## src/rtl/tmr_irq_vector.sv

```systemverilog
module tmr_irq_vector #(
  parameter int NCH = 7,
  parameter int DW  = 16,
  parameter int AW  = 2
) (
  input  logic          clk,
  input  logic          rst_n,
  input  logic [NCH-1:0] evt,
  input  logic          ovf_evt,
  input  logic          gie,
  input  logic          ch0_ack,
  input  logic          bus_sel,
  input  logic          bus_we,
  input  logic [AW-1:0] bus_addr,
  input  logic [DW-1:0] bus_wdata,
  output logic [DW-1:0] bus_rdata,
  output logic          ch0_irq,
  output logic          shared_irq
);
  localparam int NF = NCH + 1;
  localparam int IW = $clog2(NF);

  logic [NF-1:0] flags, enab, nxt, pend, evt_all;
  logic [IW-1:0] hi_idx;
  logic          any_pend;
  logic [DW-1:0] vec;

  wire wr_flags = bus_sel && bus_we && (bus_addr == AW'(0));
  wire wr_enab  = bus_sel && bus_we && (bus_addr == AW'(1));
  wire vacc     = bus_sel && (bus_addr == AW'(2));

  assign evt_all  = {ovf_evt, evt};
  assign pend     = flags & enab & {{(NF-1){1'b1}}, 1'b0};
  assign any_pend = |pend;

  always_comb begin
    hi_idx = '0;
    for (int i = NF-1; i >= 1; i--)
      if (pend[i]) hi_idx = IW'(i);
  end

  assign vec = any_pend ? (DW'(hi_idx) << 1) : '0;

  always_comb begin
    nxt = flags;
    if (wr_flags) nxt = bus_wdata[NF-1:0];
    if (vacc && any_pend) nxt[hi_idx] = 1'b0;
    if (ch0_ack) nxt[0] = 1'b0;
    nxt = nxt | evt_all;
  end

  always_ff @(posedge clk) begin
    if (!rst_n) begin
      flags <= '0;
      enab  <= '0;
    end else begin
      flags <= nxt;
      if (wr_enab) enab <= bus_wdata[NF-1:0];
    end
  end

  always_comb begin
    case (bus_addr)
      AW'(0):  bus_rdata = DW'(flags);
      AW'(1):  bus_rdata = DW'(enab);
      AW'(2):  bus_rdata = vec;
      default: bus_rdata = '0;
    endcase
  end

  assign ch0_irq    = gie && flags[0] && enab[0];
  assign shared_irq = gie && any_pend;


  evt_set_chk: assert property (@(posedge clk) disable iff (!rst_n)
    (|evt_all) |=> ((flags & $past(evt_all)) == $past(evt_all)));


  vec_clear_chk: assert property (@(posedge clk) disable iff (!rst_n)
    (vacc && any_pend && !evt_all[hi_idx]) |=> !flags[$past(hi_idx)]);


  single_clear_chk: assert property (@(posedge clk) disable iff (!rst_n)
    (vacc && !(|evt_all) && !ch0_ack && !wr_flags) |=> ($countones(flags ^ $past(flags)) <= 1));


  ack_clear_chk: assert property (@(posedge clk) disable iff (!rst_n)
    (ch0_ack && !evt_all[0]) |=> !flags[0]);


  gie_gate_chk: assert property (@(posedge clk) disable iff (!rst_n)
    !gie |-> (!ch0_irq && !shared_irq));
endmodule

```

## config.mk

```make
export PLATFORM = sky130hd
export DESIGN_NAME = tmr_irq_vector
export DESIGN_NICKNAME = d
export VERILOG_FILES = /design/src/rtl/tmr_irq_vector.sv
export SDC_FILE = /design/constraint.sdc
export NUM_CORES = 1
export LEC_CHECK = 0
export ABC_AREA = 1
export BUFFER_PORTS_ARGS = -buffer_cell sky130_fd_sc_hd__clkbuf_2
export CORE_MARGIN = 4
export CORE_UTILIZATION = 49
export DETAILED_ROUTE_END_ITERATION = 7
export PLACE_DENSITY = 0.79
export SLEW_MARGIN = 20
export SYNTH_ARGS = -nofsm -noshare
export SYNTH_HDL_FRONTEND = slang
export SYNTH_SLANG_ARGS = --single-unit
```

## constraint.sdc

```tcl
create_clock -name clk -period 1.75 [get_ports clk]
set_input_delay 0.35 -clock clk [delete_from_list [all_inputs] [get_ports clk]]
set_output_delay 0.35 -clock clk [all_outputs]
set_load 0.05 [all_outputs]
```

Word level (Yosys, flattened, before mapping)
Index checks and enable logic that the tools add are counted.
{"block": "word_totals", "wordCells": 35, "regBits": 16, "in_bits": 32, "output_inout_bits": 18}
{"block": "op_classes", "bitwise": 4, "n_reduce_logical": 11, "order_cmp": 2, "n_mux": 14, "eq_ne": 2}
{"operator": "8-bit case mux with 3 select lines", "n": 1}
{"operator": "3-bit two-way mux", "n": 7}
{"operator": "8-bit AND", "n": 2}
{"operator": "8-bit two-way mux", "n": 2}
{"operator": "1-bit logical AND", "n": 9}
{"operator": "8-bit NOT", "n": 1}
{"operator": "8-bit bitwise OR", "n": 1}
{"operator": "7-bit OR reduction", "n": 1}
{"operator": "3-bit by 4-bit less-than comparator with 1-bit output (second input constant)", "n": 1}
{"operator": "4-bit two-way mux", "n": 1}
{"operator": "1-bit demux with 3-bit select", "n": 1}
{"operator": "3-bit by 1-bit >= comparator with 1-bit output (second input constant)", "n": 1}
{"operator": "2-bit by 1-bit equality test with 1-bit output (second input constant)", "n": 1}
{"operator": "2-bit equality test (second input constant)", "n": 1}
{"operator": "2-bit zero test", "n": 1}
{"operator": "1-bit two-way mux", "n": 2}

Depth between registers and ports, before layout
{"block": "depth", "word_depth": 17, "depth_mapped": 11, "mapped_depth_nobuf": 11}

Least setup slack after synthesis
No wires, ideal clock.
{"block": "synth_path", "path_type": "reg-to-output", "start": "register flags[1]", "end": "output bus_rdata[3]", "stages_incl_launch_ff": 6, "arrival_ns": 2.497, "t_required_ns": 1.400, "n_path_buf": 0, "path_slack_ns": -1.097, "cell_sequence": "dfxtp_1 > nand2_2 > inv_1 > nor2_4 > inv_1 > o311ai_0"}
{"block": "synth_via", "elab_chain_cells": 4, "word_cells_on_any_way": 5, "classes_between": "mux (3); bitwise (1); reduce/logical (1)"}
{"item": "start, declared", "line": "23", "text": "logic [NF-1:0] flags, enab, nxt, pend, evt_all;"}
{"item": "start signal, assigned", "line": "57", "text": "flags <= nxt;"}
{"item": "8-bit AND *", "line": "33", "text": "assign pend = flags & enab & {{(NF-1){1'b1}}, 1'b0};"}
{"item": "7-bit OR reduction / 3-bit two-way mux (equally long branches)", "line": "34, 39"}
{"item": "4-bit two-way mux *", "line": "42", "text": "assign vec = any_pend ? (DW'(hi_idx) << 1) : '0;"}
{"item": "8-bit case mux with 3 select lines *", "line": "63", "text": "case (bus_addr)"}
{"item": "end, declared", "line": "16", "text": "output logic [DW-1:0] bus_rdata,"}
Mark *: on every way between the ends. The rest lies on a longest branch, timed or not.

Final worst setup path
{"block": "layout_path", "start": "register flags[6]", "end": "output bus_rdata[1]"}
{"block": "layout_via", "elab_chain_cells": 9, "word_cells_on_any_way": 10, "classes_between": "mux (8); bitwise (1); reduce/logical (1)"}
{"item": "8-bit AND *", "line": "33"}
{"item": "3-bit two-way mux (6 in a row)", "line": "39", "text": "if (pend[i]) hi_idx = IW'(i);"}
{"item": "4-bit two-way mux *", "line": "42"}
{"item": "8-bit case mux with 3 select lines *", "line": "63"}
Marked as above.

==> flow_metrics.env <==
export IMPL_fin_crit_ns=1.85
export IMPL_cp_required_ns=1.40
export IMPL_detail_route_wl_per_cell_um=14.1
export IMPL_cap_viol_max_count=0
export IMPL_grt_met3_usage_pct=5.09
export IMPL_design_area_sq_mm=0.00153
export IMPL_skew_ns=0.0112
export IMPL_drc_errors=0
export IMPL_setup_slack_ns=-0.100
export IMPL_diodes=0
export IMPL_layout_cells_most_common="clkbuf_2"
export IMPL_hpwlAfterDp_mm=2.05
export IMPL_path_class="reg -> out"
export IMPL_fillCellCount=149
export IMPL_dp_slack_ns=0.0713
export IMPL_num_rows=16
export IMPL_die_w_um=54.9
export IMPL_drtAntennaViolNets=0
export IMPL_yosysWarningCount=0
export IMPL_vias=1282
export IMPL_cts_root_buffer="clkbuf_4"
export IMPL_io_pins=50
export IMPL_syn_inst=159
export IMPL_min_path_type="in -> reg"
export IMPL_portBuffers=33
export IMPL_clk_pin_slew_ns=0.11
export IMPL_syn_avg_cell_area_sq_um=6.78
export IMPL_p_total_w=0.000957
export IMPL_grt_usage_pct=23.3
export IMPL_pwr_density_cell_mw_per_mm2=624
export IMPL_min_period_over_period_pct=106
export IMPL_overflow=0
export IMPL_place_area_sq_mm=0.00125
export IMPL_met2_usage_pct=41.5
export IMPL_viasPerCell=5.39
export IMPL_max_freq_mhz=540
export IMPL_start_util_pct=53.3
export IMPL_ir_drop_v=0.000627
export IMPL_htreeDepth=1
export IMPL_synth_area_sq_mm=0.00108
export IMPL_cts_buffers=3
export IMPL_clk_path_buf_depth=2
export IMPL_grt_use_met1_pct=26.5
export IMPL_nNetsFinal=244
export IMPL_syn_to_final_growth_pct=42.2
export IMPL_setup_tns_final_ns=-0.245
export IMPL_layout_common_cells="clkbuf_2, nand2_1, inv_1, buf_4, o21ai_1"
export IMPL_die_area_sq_mm=0.00302
export IMPL_worstPathArrival_ns=1.50
export IMPL_status="finished with violations"
export IMPL_final_max_slew_viol_count=0
export IMPL_insertion_delay_ns=0.31
export IMPL_grt_pass1_wl_mm=5.09
export IMPL_core_sq_mm=0.00202
export IMPL_violations="setup timing"
export IMPL_setup_viol=3
export IMPL_routed_wl_mm=3.35
export IMPL_seq_area_frac_synth_pct=29.7
export IMPL_ys_types=26
export IMPL_grt_pass1_vias=1138
export IMPL_antenna_found_initial=0
export IMPL_end_kind="output pin"
export IMPL_grt_busiest_layer="met2"
export IMPL_clock_sinks=16
export IMPL_tritoncts="built"
export IMPL_drive_above_1_share_pct=51.7
export IMPL_post_route_util_pct=75.9
export IMPL_rsz0062_at_grt="yes"
export IMPL_finalHoldViolCount=0
export IMPL_synth_seq_cells=16
export IMPL_crit_fanout=3
export IMPL_cts_hold_buffers=0
export IMPL_p_leak_nw=0.824
export IMPL_gp_congestion=0.862
export IMPL_fp_dieH_um=54.9
export IMPL_firstDrtPassIters=4
export IMPL_dr_first_iter_drc_count=51
export IMPL_start_kind="register"
export IMPL_grt_max_degree=16
==> report_power, final <==
part / switching (W) / internal [W]
sequential: 0.0000167 / 0.000388
clock: 0.000137 / 0.000127
combinational: 0.000187 / 0.000102
total: 0.000340 / 0.000617
==> flip-flops by register name, indices dropped and copies added (netlist names) <==
name   cells
flags      8
enab       8
==> synth_stat cells <==
library cell / instances / share of area (%)
a21oi_2: 4 / 3.2
nand3_1: 7 / 3.2
inv_1: 28 / 9.7
o311ai_0: 2 / 1.6
nor3_1: 1 / 0.46
inv_4: 1 / 0.58
nor2_4: 3 / 3.1
buf_8: 1 / 1.4
o21ai_2: 1 / 0.81
conb_1: 1 / 0.35
nand2_2: 1 / 0.58
dfxtp_1: 16 / 30
o21ai_0: 5 / 2.3
a21oi_1: 14 / 6.5
buf_6: 1 / 1.0
buf_4: 8 / 5.6
nand2_1: 37 / 13
o21ai_1: 14 / 6.5
nor2_8: 1 / 1.9
nor2_2: 2 / 1.2
a22o_1: 4 / 3.2
mux2_2: 1 / 1.0
nand2_4: 1 / 1.0
nor2_1: 3 / 1.0
inv_2: 1 / 0.35
nand4_1: 1 / 0.58
==> path summary, 6_finish.rpt <==
check	start	endpoint	slack, ns	depth (start not counted)
worst max-delay path	flags[6]	bus_rdata[1]	-0.10	10
worst min-delay path	ovf_evt	flags[7]	0.24	3
worst max register to register	enab[5]	flags[1]	0.32	8
worst min register to register	enab[0]	enab[0]	0.51	2
==> routing by layer <==
metal / vias to the layer above / part of all wire [%]
li1: 601 / -
met5: - / 0
met3: 21 / 8.1
met2: 82 / 49
met1: 578 / 38
met4: 0 / 4.6
==> stage by stage <==
step	cells	hold slack, ns
6_report	238	0.241
5_1_grt	238	0.254
4_1_cts	236	0.247
3_5_place_dp	218	0.494
3_3_place_gp	218	0.487
2_1_floorplan	166	0.467
==> logic make-up after synthesis <==
group           after synthesis  share of synthesized area (%)
mux                           1                           1.04
flops                        16                           29.7
simple gates                 57                           26.0
compound gates               44                           24.2
other cells                   1                          0.348
buf+inv                      40                           18.7
==> final cells by class <==
cell class,count,area [sq um],share of cell area [%]
timing repair buffer,51,343,22.3
clock buffer,4,36.3,2.37
tap,27,33.8,2.20
sequential,16,338,22.0
multi-input combinational,110,668,43.6
inverter,30,115,7.50
==> worst max-delay path, cell delays in order, from the launching register on <==
cell	delay, ns
dfxtp_2	0.38
nand2_2	0.09
nand2_2	0.08
nand2_1	0.06
nand2_1	0.07
nand2_1	0.08
nand2_2	0.08
nand2_2	0.06
nand3_2	0.06
nand3_2	0.08
buf_8	0.16
==> what timing repair did <==
| action | 4_1_cts | 5_1_grt |
|---|---|---|
| endpoints found under the hold margin | 0 | 0 |
| pin swaps | 12 | 6 |
| resized for setup | 37 | 12 |
| setup buffers | 14 | 2 |
| endpoints found under the setup margin | 4 | 4 |
Power figures use the tool's default switching activity.
